## src/rtl/tmr_pkg.sv

```systemverilog
package tmr_pkg;
  typedef enum logic [1:0] {
    REG_LO   = 2'd0,
    REG_HI   = 2'd1,
    REG_CTL  = 2'd2,
    REG_NONE = 2'd3
  } reg_sel_e;

  localparam int SEL_W = 2;

  typedef struct packed {
    logic [SEL_W-1:0] ps;
    logic             atom;
    logic             en;
  } ctl_t;

  localparam int CTL_W = $bits(ctl_t);
endpackage

```

## src/rtl/tmr_decode.sv

```systemverilog
module tmr_decode
  import tmr_pkg::*;
(
  input  logic [1:0] addr,
  input  logic       wr,
  input  logic       rd,
  output logic       wr_lo,
  output logic       wr_hi,
  output logic       wr_ctl,
  output logic       rd_lo
);
  reg_sel_e sel;

  always_comb begin
    sel    = reg_sel_e'(addr);
    wr_lo  = wr && (sel == REG_LO);
    wr_hi  = wr && (sel == REG_HI);
    wr_ctl = wr && (sel == REG_CTL);
    rd_lo  = rd && (sel == REG_LO);
  end
endmodule

```

## src/rtl/tmr_prescaler.sv

```systemverilog
module tmr_prescaler #(
  parameter int SEL_W = 2
) (
  input  logic             clk,
  input  logic             rst_n,
  input  logic             step,
  input  logic             clr,
  input  logic [SEL_W-1:0] sel,
  output logic             tick
);
  localparam int PCNT_W = (1 << SEL_W) - 1;

  logic [PCNT_W-1:0] pcnt_q;
  logic [PCNT_W-1:0] mask;

  always_comb begin
    mask = ~({PCNT_W{1'b1}} << sel);
    tick = step && ((pcnt_q & mask) == mask);
  end

  always_ff @(posedge clk or negedge rst_n) begin
    if (!rst_n)    pcnt_q <= '0;
    else if (clr)  pcnt_q <= '0;
    else if (step) pcnt_q <= pcnt_q + 1'b1;
  end
endmodule

```

## src/rtl/tmr_core.sv

```systemverilog
module tmr_core #(
  parameter int BYTE_W = 8
) (
  input  logic                clk,
  input  logic                rst_n,
  input  logic                wr_lo,
  input  logic                wr_hi,
  input  logic                rd_lo,
  input  logic                atom,
  input  logic                tick,
  input  logic [BYTE_W-1:0]   wdata,
  output logic [2*BYTE_W-1:0] cnt_q,
  output logic [BYTE_W-1:0]   shadow_q,
  output logic                wrap_now,
  output logic                wrap_pulse
);
  localparam int CNT_W = 2 * BYTE_W;

  logic [CNT_W-1:0] cnt_d;
  logic [BYTE_W-1:0] hi_q, lo_q;

  assign hi_q = cnt_q[CNT_W-1:BYTE_W];
  assign lo_q = cnt_q[BYTE_W-1:0];

  // Bus writes take priority over a prescaler tick in the same cycle.
  always_comb begin
    cnt_d    = cnt_q;
    wrap_now = 1'b0;
    if (wr_lo) begin
      cnt_d = {(atom ? shadow_q : hi_q), wdata};
    end else if (wr_hi && !atom) begin
      cnt_d = {wdata, lo_q};
    end else if (tick) begin
      cnt_d    = cnt_q + 1'b1;
      wrap_now = &cnt_q;
    end
  end

  always_ff @(posedge clk or negedge rst_n) begin
    if (!rst_n) begin
      cnt_q      <= '0;
      shadow_q   <= '0;
      wrap_pulse <= 1'b0;
    end else begin
      cnt_q      <= cnt_d;
      wrap_pulse <= wrap_now;
      if (wr_hi && atom)      shadow_q <= wdata;
      else if (rd_lo && atom) shadow_q <= hi_q;
    end
  end
endmodule

```

## src/rtl/tmr_ctl_reg.sv

```systemverilog
module tmr_ctl_reg
  import tmr_pkg::*;
(
  input  logic           clk,
  input  logic           rst_n,
  input  logic           wr_ctl,
  input  logic [CTL_W:0] wfield,
  input  logic           wrap_now,
  output ctl_t           ctl_q,
  output logic           flag_q
);
  always_ff @(posedge clk or negedge rst_n) begin
    if (!rst_n) begin
      ctl_q  <= '0;
      flag_q <= 1'b0;
    end else begin
      if (wr_ctl) ctl_q <= ctl_t'(wfield[CTL_W-1:0]);
      // A wrap sets the flag even when a clear lands in the same cycle.
      flag_q <= wrap_now | (flag_q & ~(wr_ctl & ~wfield[CTL_W]));
    end
  end
endmodule

```

## src/rtl/byte_timer16.sv

```systemverilog
module byte_timer16
  import tmr_pkg::*;
#(
  parameter int BYTE_W = 8
) (
  input  logic              clk,
  input  logic              rst_n,
  input  logic              count_en,
  input  logic [1:0]        bus_addr,
  input  logic              bus_wr,
  input  logic [BYTE_W-1:0] bus_wdata,
  input  logic              bus_rd,
  output logic [BYTE_W-1:0] bus_rdata,
  output logic              ovf_flag,
  output logic              ovf_pulse
);
  localparam int CNT_W = 2 * BYTE_W;

  logic              wr_lo, wr_hi, wr_ctl, rd_lo;
  logic              tick, wrap_now;
  logic [CNT_W-1:0]  cnt_q;
  logic [BYTE_W-1:0] shadow_q;
  ctl_t              ctl_q;
  logic              ctl_en, ctl_atom;
  logic [BYTE_W-1:0] rd_mux;

  assign ctl_en   = ctl_q.en;
  assign ctl_atom = ctl_q.atom;

  tmr_decode u_dec (
    .addr(bus_addr), .wr(bus_wr), .rd(bus_rd),
    .wr_lo(wr_lo), .wr_hi(wr_hi), .wr_ctl(wr_ctl), .rd_lo(rd_lo)
  );

  tmr_ctl_reg u_ctl (
    .clk(clk), .rst_n(rst_n), .wr_ctl(wr_ctl),
    .wfield(bus_wdata[CTL_W:0]), .wrap_now(wrap_now),
    .ctl_q(ctl_q), .flag_q(ovf_flag)
  );

  tmr_prescaler #(.SEL_W(SEL_W)) u_ps (
    .clk(clk), .rst_n(rst_n), .step(count_en && ctl_en),
    .clr(wr_lo), .sel(ctl_q.ps), .tick(tick)
  );

  tmr_core #(.BYTE_W(BYTE_W)) u_core (
    .clk(clk), .rst_n(rst_n), .wr_lo(wr_lo), .wr_hi(wr_hi),
    .rd_lo(rd_lo), .atom(ctl_atom), .tick(tick), .wdata(bus_wdata),
    .cnt_q(cnt_q), .shadow_q(shadow_q), .wrap_now(wrap_now),
    .wrap_pulse(ovf_pulse)
  );

  always_comb begin
    case (reg_sel_e'(bus_addr))
      REG_LO:  rd_mux = cnt_q[BYTE_W-1:0];
      REG_HI:  rd_mux = ctl_atom ? shadow_q : cnt_q[CNT_W-1:BYTE_W];
      REG_CTL: rd_mux = BYTE_W'({ovf_flag, ctl_q});
      default: rd_mux = '0;
    endcase
    bus_rdata = bus_rd ? rd_mux : '0;
  end
endmodule

```

## config.mk

```make
export PLATFORM = sky130hd
export DESIGN_NAME = byte_timer16
export DESIGN_NICKNAME = d
export VERILOG_FILES = /design/src/rtl/tmr_pkg.sv /design/src/rtl/tmr_decode.sv /design/src/rtl/tmr_prescaler.sv /design/src/rtl/tmr_core.sv /design/src/rtl/tmr_ctl_reg.sv /design/src/rtl/byte_timer16.sv
export SDC_FILE = /design/constraint.sdc
export NUM_CORES = 1
export LEC_CHECK = 0
export BUFFER_PORTS_ARGS = -buffer_cell sky130_fd_sc_hd__buf_2
export CAP_MARGIN = 20
export CORE_ASPECT_RATIO = 0.9
export CORE_MARGIN = 2
export CORE_UTILIZATION = 40
export CTS_CLUSTER_SIZE = 25
export DETAILED_ROUTE_END_ITERATION = 7
export SYNTH_ARGS = -nofsm -noshare
export SYNTH_HDL_FRONTEND = slang
export SYNTH_SLANG_ARGS = --single-unit
export TNS_END_PERCENT = 30
```

## constraint.sdc

```tcl
create_clock -name clk -period 3.65 [get_ports clk]
set_input_delay 0.5475 -clock clk [delete_from_list [all_inputs] [get_ports clk]]
set_output_delay 0.5475 -clock clk [all_outputs]
set_load 0.05 [all_outputs]
```

# Yosys cells after proc, flatten, opt, wreduce, memory -nomap -nowiden
# Cells that the tools add are included.
[classes]
mul = 0
n_mux = 13
bitwise_logic = 7
n_lt_le_gt_ge = 0
n_div = 0
n_reduce_logical = 17
addsub = 2
eq_ne = 4
shift = 1
[ops]
columns = ["cell", "count"]
rows = [
  ["2-to-1 mux 16 bit", 3],
  ["2-to-1 mux 8 bit", 4],
  ["case mux 8 bit (3 select lines)", 1],
  ["adder 16 x 1 -> 16 bit (second input constant)", 1],
  ["AND reduction 16 bit", 1],
  ["logical AND 1 bit", 9],
  ["2-to-1 mux 3 bit", 2],
  ["nonzero test 2 bit", 3],
  ["adder 3 x 1 -> 3 bit (second input constant)", 1],
  ["AND 3 bit", 1],
  ["equality test 3 bit", 1],
  ["2-to-1 mux 1 bit", 3],
  ["inverter 3 bit", 1],
  ["nonzero test 3 bit", 1],
  ["left shift 3 x 2 -> 3 bit (first input constant)", 1],
  ["AND 1 bit", 2],
  ["equality test 2 x 1 -> 1 bit (second input constant)", 1],
  ["equality test 2 bit (second input constant)", 1],
  ["logical NOT 2 bit", 1],
  ["!= test 2 x 1 -> 1 bit (second input constant)", 1],
  ["inverter 1 bit", 2],
  ["AND reduction 2 bit", 1],
  ["logical NOT 1 bit", 1],
  ["OR 1 bit", 1],
]
[totals]
n_memories = 0
input_bits = 15
register_bits = 33
out_inout_bits = 10
latch_bits = 0
mem_bits_ro = 0
mem_bits_rw = 0
elab_cells = 53

# Longest topological paths before layout
# Gate-level depths: netlist (run 1).
[depth]
ltp_word = 9
depth_mapped = 7
depth_no_buf = 6

# By module
# Synthesis (run 1) repeated with hierarchy kept, for this count alone.
[hier_totals]
hier_cells = 251
area_unflattened_um2 = 2212.1
[by_module_without_submodules]
columns = ["mod", "n_inst", "cells_per_inst", "area_each_um2", "seq_area_each_um2"]
rows = [
  ["tmr_core", 1, 176, 1532.7, 625.6],
  ["byte_timer16", 1, 44, 307.8, 0.0],
  ["tmr_ctl_reg", 1, 11, 183.9, 125.1],
  ["tmr_prescaler", 1, 16, 155.1, 75.1],
  ["tmr_decode", 1, 4, 32.5, 0.0],
]

# Least setup slack after synthesis (run 1)
# No wires, ideal clock.
[synth_path]
path_type = "input -> output"
start = "in bus_addr[0]"
end = "out bus_rdata[6]"
required_ps = 3102
cell_stages = 5
n_path_buf = 3
slack_ps = 855
arrival_time_ps = 2248
path_cell_list = "buf_6 -> buf_4 -> buf_2 -> nor2_1 -> a211oi_1"
[synth_via]
elab_chain_len = 3
word_cells_on_any_way = 5
classes_between = "eq/ne: 2; mux: 2; reduce/logical: 1"
[synth_lines]
columns = ["element", "line_no", "source"]
rows = [
  ["start: declaration", "byte_timer16.sv:9", "input logic [1:0] bus_addr,"],
  ["equality test 2 bit, or another cell as far along", "byte_timer16.sv:54", "case (reg_sel_e'(bus_addr))"],
  ["case mux 8 bit (3 select lines) *", "byte_timer16.sv:54", ""],
  ["2-to-1 mux 8 bit *", "byte_timer16.sv:60", "bus_rdata = bus_rd ? rd_mux : '0;"],
  ["end: declaration", "byte_timer16.sv:13", "output logic [BYTE_W-1:0] bus_rdata,"],
]
# Every way passes the cells marked *; elsewhere a longest branch is shown, timed or not.

# Final worst setup path (run 1)
[layout_path]
start = "reg u_ctl.ctl_q[1] (netlist name)"
end = "out bus_rdata[1]"
[layout_via]
elab_chain_len = 3
[layout_lines]
columns = ["element", "line_no", "source"]
rows = [
  ["2-to-1 mux 8 bit", "byte_timer16.sv:56", "REG_HI: rd_mux = ctl_atom ? shadow_q : cnt_q[CNT_W-1:BYTE_W];"],
  ["case mux 8 bit (3 select lines) *", "byte_timer16.sv:54", ""],
  ["2-to-1 mux 8 bit *", "byte_timer16.sv:60", ""],
]
# Marks and branches as above.

==> key figures, run 1 <==
Status
  – Status: complete, no violations

Global routing
  – First-pass GRT wire length: 11,030 um
  – Gr usage total: between 20 and 25%
  – Initial antenna violation count: 0
  – Vias in the first global route: 2,090
  – Gr ovfl total: 0
  – Largest net degree at the start of global routing: 34

Setup path
  – CP Class: register to output pin
  – CP max stage delay: around 0.96 ns
  – Worst path arrival time: between 2 and 2.5 ns
  – Nature of the critical path endpoint: output pin
  – Worst flop-to-flop path startpoint: u_ctl.ctl_q[1]
  – CP Cell Sequence: and2b_1, a22oi_1, o21ai_0, and3_1, buf_2
  – Crit path from: u_ctl.ctl_q[1]
  – Crit path required time: ~3.1 ns
  – FF-to-FF setup slack: 1.00 ns
  – Worst Path Max Fanout: 22
  – CP Launch Type: register
  – Critical-path top delay cell: dfrtp_1

Clocking
  – Root Buffer: clkbuf_8
  – TritonCTS buffer count: 5
  – Clk Latency, worst-skew pair: approximately 0.29 ns
  – CTS tree: built
  – TritonCTS Sinks: 33
  – H-tree depth: 2
  – CTS Buffer Depth: 2
  – Hold-fix buffers, CTS: 0
  – Post-CTS Setup Bufs: 0
  – Reg clk slew, reported paths: 0.07 ns
  – Cts repair resizes: 0

Synthesis
  – Mapped Nets: between 200 and 300
  – Synth async-reset ratio: 100.0%
  – Most used DFF post-synth: dfrtp_1
  – Post-synth EDFFs: 0
  – Yosys reg bits: 33
  – Register area share after synthesis: approximately 34%
  – Syn_area_per_cell: just under 9 sq um
  – Synthesized area: 2425 sq um
  – Library cells used by synthesis: 60
  – Number of synthesis warnings: 0
  – Cells after synthesis: 273

Final layout
  – Layout area overhead: 7.792%
  – Layout Cells excl Fill: 360
  – Share of post-route cells with drive strength above 1: between 10% and 20%
  – Net count, final: 306
  – Cell area after layout: between 2000 and 3000 sq um
  – Ant. Diodes: 0
  – Storage element area: just over 800 sq um
  – Footprint of the multi-input gates: roughly 1500 sq um
  – Most common cell after layout, fill and taps aside: dfrtp_1
  – Most frequent cells in the layout: 33 x dfrtp_1, 26 x nand2_1, 24 x buf_2
  – Fill cell count: approximately 570
  – Layout Utilization: 45.39%

Placement
  – Placed Cells incl. Taps: around 350
  – # port buffers: 24
  – Placement Setup Slack: 0.9080 ns
  – Placer congestion estimate: 0.9173
  – Dpl hpwl: between 4000 and 5000 um
  – Post-Place Cell Area: between 2000 and 3000 sq um

Routing
  – Initial DRT Pass Iterations: 5
  – WL per Instance: about 19 um
  – DRC: 0
  – Drt total wl: between 6000 and 7000 um
  – Initial drt markers: ~220
  – Routed Antenna Nets: 0
  – Vias: 2,202
  – Via/cell ratio: about 6

Hold path
  – Worst hold-check path type: input pin to async pin

Timing
  – Endpoints failing setup: 0
  – Least-Margin Pin Slew: about 0.94 ns
  – Hold_ws: between 0.3 and 0.4 ns
  – Min Tclk post-route: roughly 2.7 ns
  – RSZ-0062 raised after global routing: false
  – Worst setup margin: ~0.95 ns
  – Final Hold Viols: 0
  – Clock skew: about 0.013 ns
  – Final Max Slew Viols: 0
  – Fmax achieved: approximately 370 MHz
  – Fin crit share: between 70% and 80%
  – Setup TNS Final: 0 ns
  – Worst slew margin: a little under two fifths

Floorplan
  – Die width: 86.07 um
  – Die footprint: 6702 sq um
  – Die Y: ~78 um
  – Site Rows: 26
  – Starting density of the core: a little over two fifths
  – CORE AREA: roughly 5800 sq um
  – Ports: 25

Pwr
  – Total power: approximately 1.6 mW
  – Maximum vdd drop: 0.2631 mV
  – Static leakage: around 1.1 nW
  – Pwr Density: approximately 600 nW/um^2

Flow run
  – Max cap viols: 0
cell usage after synthesis, types with 6 or more instances:
cell / instances / share of area, %
o31ai_1: 6 / 1.9
inv_1: 10 / 1.5
a21oi_1: 12 / 2.5
nand2_1: 26 / 4.0
mux2i_1: 15 / 6.2
o22ai_1: 9 / 2.3
nor2_1: 23 / 3.6
nand3_1: 7 / 1.4
o21ai_0: 23 / 4.7
buf_2: 6 / 1.2
dfrtp_1: 33 / 34
power by group:
part	internal [mW]	switching (mW)	total, mW
logic	0.259	0.313	0.572
registers	0.503	0.241	0.744
clock network	0.132	0.137	0.269
total	0.894	0.691	1.58
path summary, 6_finish.rpt:
kind	endpoint	cells after the start
worst min-delay path	u_ctl.flag_q	1
max in group asynchronous	u_ps.pcnt_q[1]	1
worst max register to register	u_core.cnt_q[1]	4
worst max-delay path	bus_rdata[1]	5
min in group clk	u_core.shadow_q[2]	2
worst min register to register	u_core.shadow_q[2]	2
layout make-up:
type	count	area share, %
Multi-Input combinational cell	215	55.86
Sequential cell	33	31.59
Timing Repair Buffer	24	4.595
Tap cell	70	3.351
Clock buffer	6	2.776
Inverter	10	1.436
Clock inverter	2	0.3830
sequential cells by signal (all words and copies together), names as in the netlist:
signal / flops
u_core.wrap_pulse: 1
u_ps.pcnt_q: 3
u_ctl.ctl_q: 4
u_ctl.flag_q: 1
u_core.shadow_q: 8
u_core.cnt_q: 16
layer usage:
| metal | global-route usage, % | part of all wire (%) |
|---|---|---|
| met1 | 31.92 | 48 |
| met2 | 28.84 | 41 |
| met3 | 4.894 | 6.6 |
| met4 | 10.32 | 3.7 |
| met5 | 0 | 0 |
logic make-up after synthesis:
kind of cell               share of synthesized area, %
muxes                                             8.359
DFF                                               34.06
AOI/OAI and AO/OA                                 26.52
xor gates and xnor gates                          1.445
and+or+nand+nor                                   22.86
adders and majority gates                         1.032
buffers and inverters                             5.728
worst max-delay path, delay by kind of cell, from the launching register on:
kind	cells	cell delay (ns)
flip-flops	1	0.96
AND/OR/NAND/NOR	2	0.47
AO/OA/AOI/OAI	2	0.23
buffers and inverters	1	0.21
Note: power is estimated with default switching activity, not from simulation.
==> run 2: changes to the inputs <==
Clock period 3.65 ns to 2.4 ns, I/O delays scaled along.
==> run 2 against run 1 <==
Worst setup slack got worse by 0.63 ns. Die area is the same. Sequential cell count did not move. Non-clock buffer count is 8 higher. Sequential power rose by 48%. First-iteration DRC count shrank 8.2%. Worst hold slack worse by 0.19 ns. Register-to-register slack worse by 0.58 ns. Critical path type unchanged. Critical endpoint is now bus_rdata[4]. Highest routed layer unchanged.
==> key figures, run 2 (synthesized netlist as in run 1, its figures left out) <==
Clocking
  – CTS Buffer Depth: 2
  – H-tree depth: 2
  – Root Buffer: clkbuf_8
  – Reg clk slew, reported paths: approximately 0.070 ns
  – Cts repair resizes: 0
  – Hold-fix buffers, CTS: 0
  – TritonCTS Sinks: 33
  – TritonCTS buffer count: 5
  – Post-CTS Setup Bufs: 0
  – Clk Latency, worst-skew pair: approximately 0.29 ns
  – CTS tree: built

Final layout
  – Biggest regs: u_core.cnt_q: 16 flops, u_core.shadow_q: 8 flops, u_ctl.ctl_q: 4 flops
  – Share of post-route cells with drive strength above 1: between 20% and 30%
  – Net count, final: 314
  – Max FFs per register: 16
  – Most frequent cells in the layout: 33 x dfrtp_1, 26 x nand2_1, 24 x buf_2
  – Layout Utilization: a little under half
  – Storage element area: between 800 and 900 sq um
  – Most common cell after layout, fill and taps aside: dfrtp_1
  – Footprint of the multi-input gates: between 1000 and 1500 sq um
  – Fill cell count: approximately 560
  – Layout area overhead: 11.25%
  – Ant. Diodes: 0
  – Cell area after layout: approximately 2700 sq um
  – Reg with most FFs: u_core.cnt_q

Flow run
  – Max cap viols: 0

Floorplan
  – Starting density of the core: a little over two fifths
  – Ports: 25
  – Die footprint: ~6700 sq um
  – Die Y: between 70 and 80 um
  – Die width: 86.07 um
  – Site Rows: 26
  – CORE AREA: between 5000 and 6000 sq um

Timing
  – Setup TNS Final: 0 ns
  – Final Hold Viols: 0
  – Least-Margin Pin Slew: roughly 0.76 ns
  – Worst slew margin: 49.64%
  – Endpoints failing setup: 0
  – Min Tclk post-route: slightly above 2 ns
  – Clock skew: slightly below 0.007 ns
  – Fin crit share: 86.61%
  – Fmax achieved: about 480 MHz
  – RSZ-0062 raised after global routing: false
  – Hold_ws: 0.1301 ns
  – Final Max Slew Viols: 0

Pwr
  – Pwr Density: around 940 nW/um^2
  – Total power: about 2.5 mW
  – Maximum vdd drop: 0.5347 mV
  – Static leakage: between 1 and 1.5 nW

Setup path
  – Worst path arrival time: approximately 1.7 ns
  – Nature of the critical path endpoint: output pin
  – CP Launch Type: register
  – CP Class: register to output pin
  – Crit path required time: about 2.0 ns
  – Worst Path Max Fanout: 12

Routing
  – Initial DRT Pass Iterations: 5
  – DRC: 0
  – WL per Instance: roughly 19 um
  – Initial drt markers: roughly 200
  – Drt total wl: 6938 um
  – Vias: between 2,000 and 2,500
  – Routed Antenna Nets: 0
  – Via/cell ratio: slightly above 6

Global routing
  – Initial antenna violation count: 0
  – Gr usage total: around 22%
  – Vias in the first global route: about 2,200
  – Largest net degree at the start of global routing: 34
  – First-pass GRT wire length: 11,410 um
  – Gr ovfl total: 0

Placement
  – Dpl hpwl: 5155 um
  – # port buffers: 24
  – Placer congestion estimate: roughly 0.93
  – Post-Place Cell Area: between 2000 and 3000 sq um

Hold path
  – Worst hold-check path type: input pin to async pin

Status
  – Status: complete, no violations
[run 2: cell types whose count changed in the layout (fill, tap and decap cells not counted)]
cell,change
clkbuf_1,-1
a211oi_2,+1
clkinv_2,-1
buf_4,+8
clkbuf_8,+2
a211oi_1,-1
[run 2: path summary, 6_finish.rpt]
path | end | slack (ns) | cells after the start | from
setup reg to reg | u_core.cnt_q[8] | 0.42 | 6 | u_core.cnt_q[1]
max in group asynchronous | u_core.shadow_q[3] | 1.79 | 1 | rst_n
setup / recovery | bus_rdata[4] | 0.32 | 5 | u_ctl.ctl_q[1]
hold reg to reg | u_core.shadow_q[2] | 0.49 | 2 | u_core.shadow_q[2]
hold / removal | u_core.wrap_pulse | 0.13 | 1 | rst_n
min in group clk | u_core.shadow_q[7] | 0.31 | 3 | bus_wdata[7]
[run 2: worst max-delay path, stage by stage, from the launching register on]
cell,delay (ns)
dfrtp_1,0.39
buf_4,0.23
mux2i_1,0.28
o22ai_1,0.11
and2_1,0.19
buf_2,0.21
[run 2: area by class of cell]
class	count	share of cell area (%)
inverters	10	1.391
repair buffers	32	6.679
clock inverters	1	0.1855
well taps	70	3.247
flip-flops and latches	33	30.61
multi-input cells	215	54.31
clock buffers	7	3.571
[run 2: per-stage QoR]
step                worst slack (ns)  cells
detailed placement            0.3473    360
global placement              0.3698    360
CTS                           0.3183    368
finish                        0.3214    368
floorplan                   -0.09129    273
global route                  0.2614    368
[run 2: per-layer routing]
| metal | wire (um) | part of all wire (%) | global-route usage (%) |
|---|---|---|---|
| met5 | 0 | 0 | 0 |
| met2 | 2854 | 41 | 29.61 |
| met1 | 3406 | 49 | 34.66 |
| met4 | 168 | 2.4 | 7.778 |
| met3 | 508 | 7.3 | 4.681 |
[run 2: where the power goes]
group | switching (mW) | internal, mW
registers | 0.339 | 0.765
logic | 0.538 | 0.418
clock network | 0.214 | 0.259
total | 1.09 | 1.44
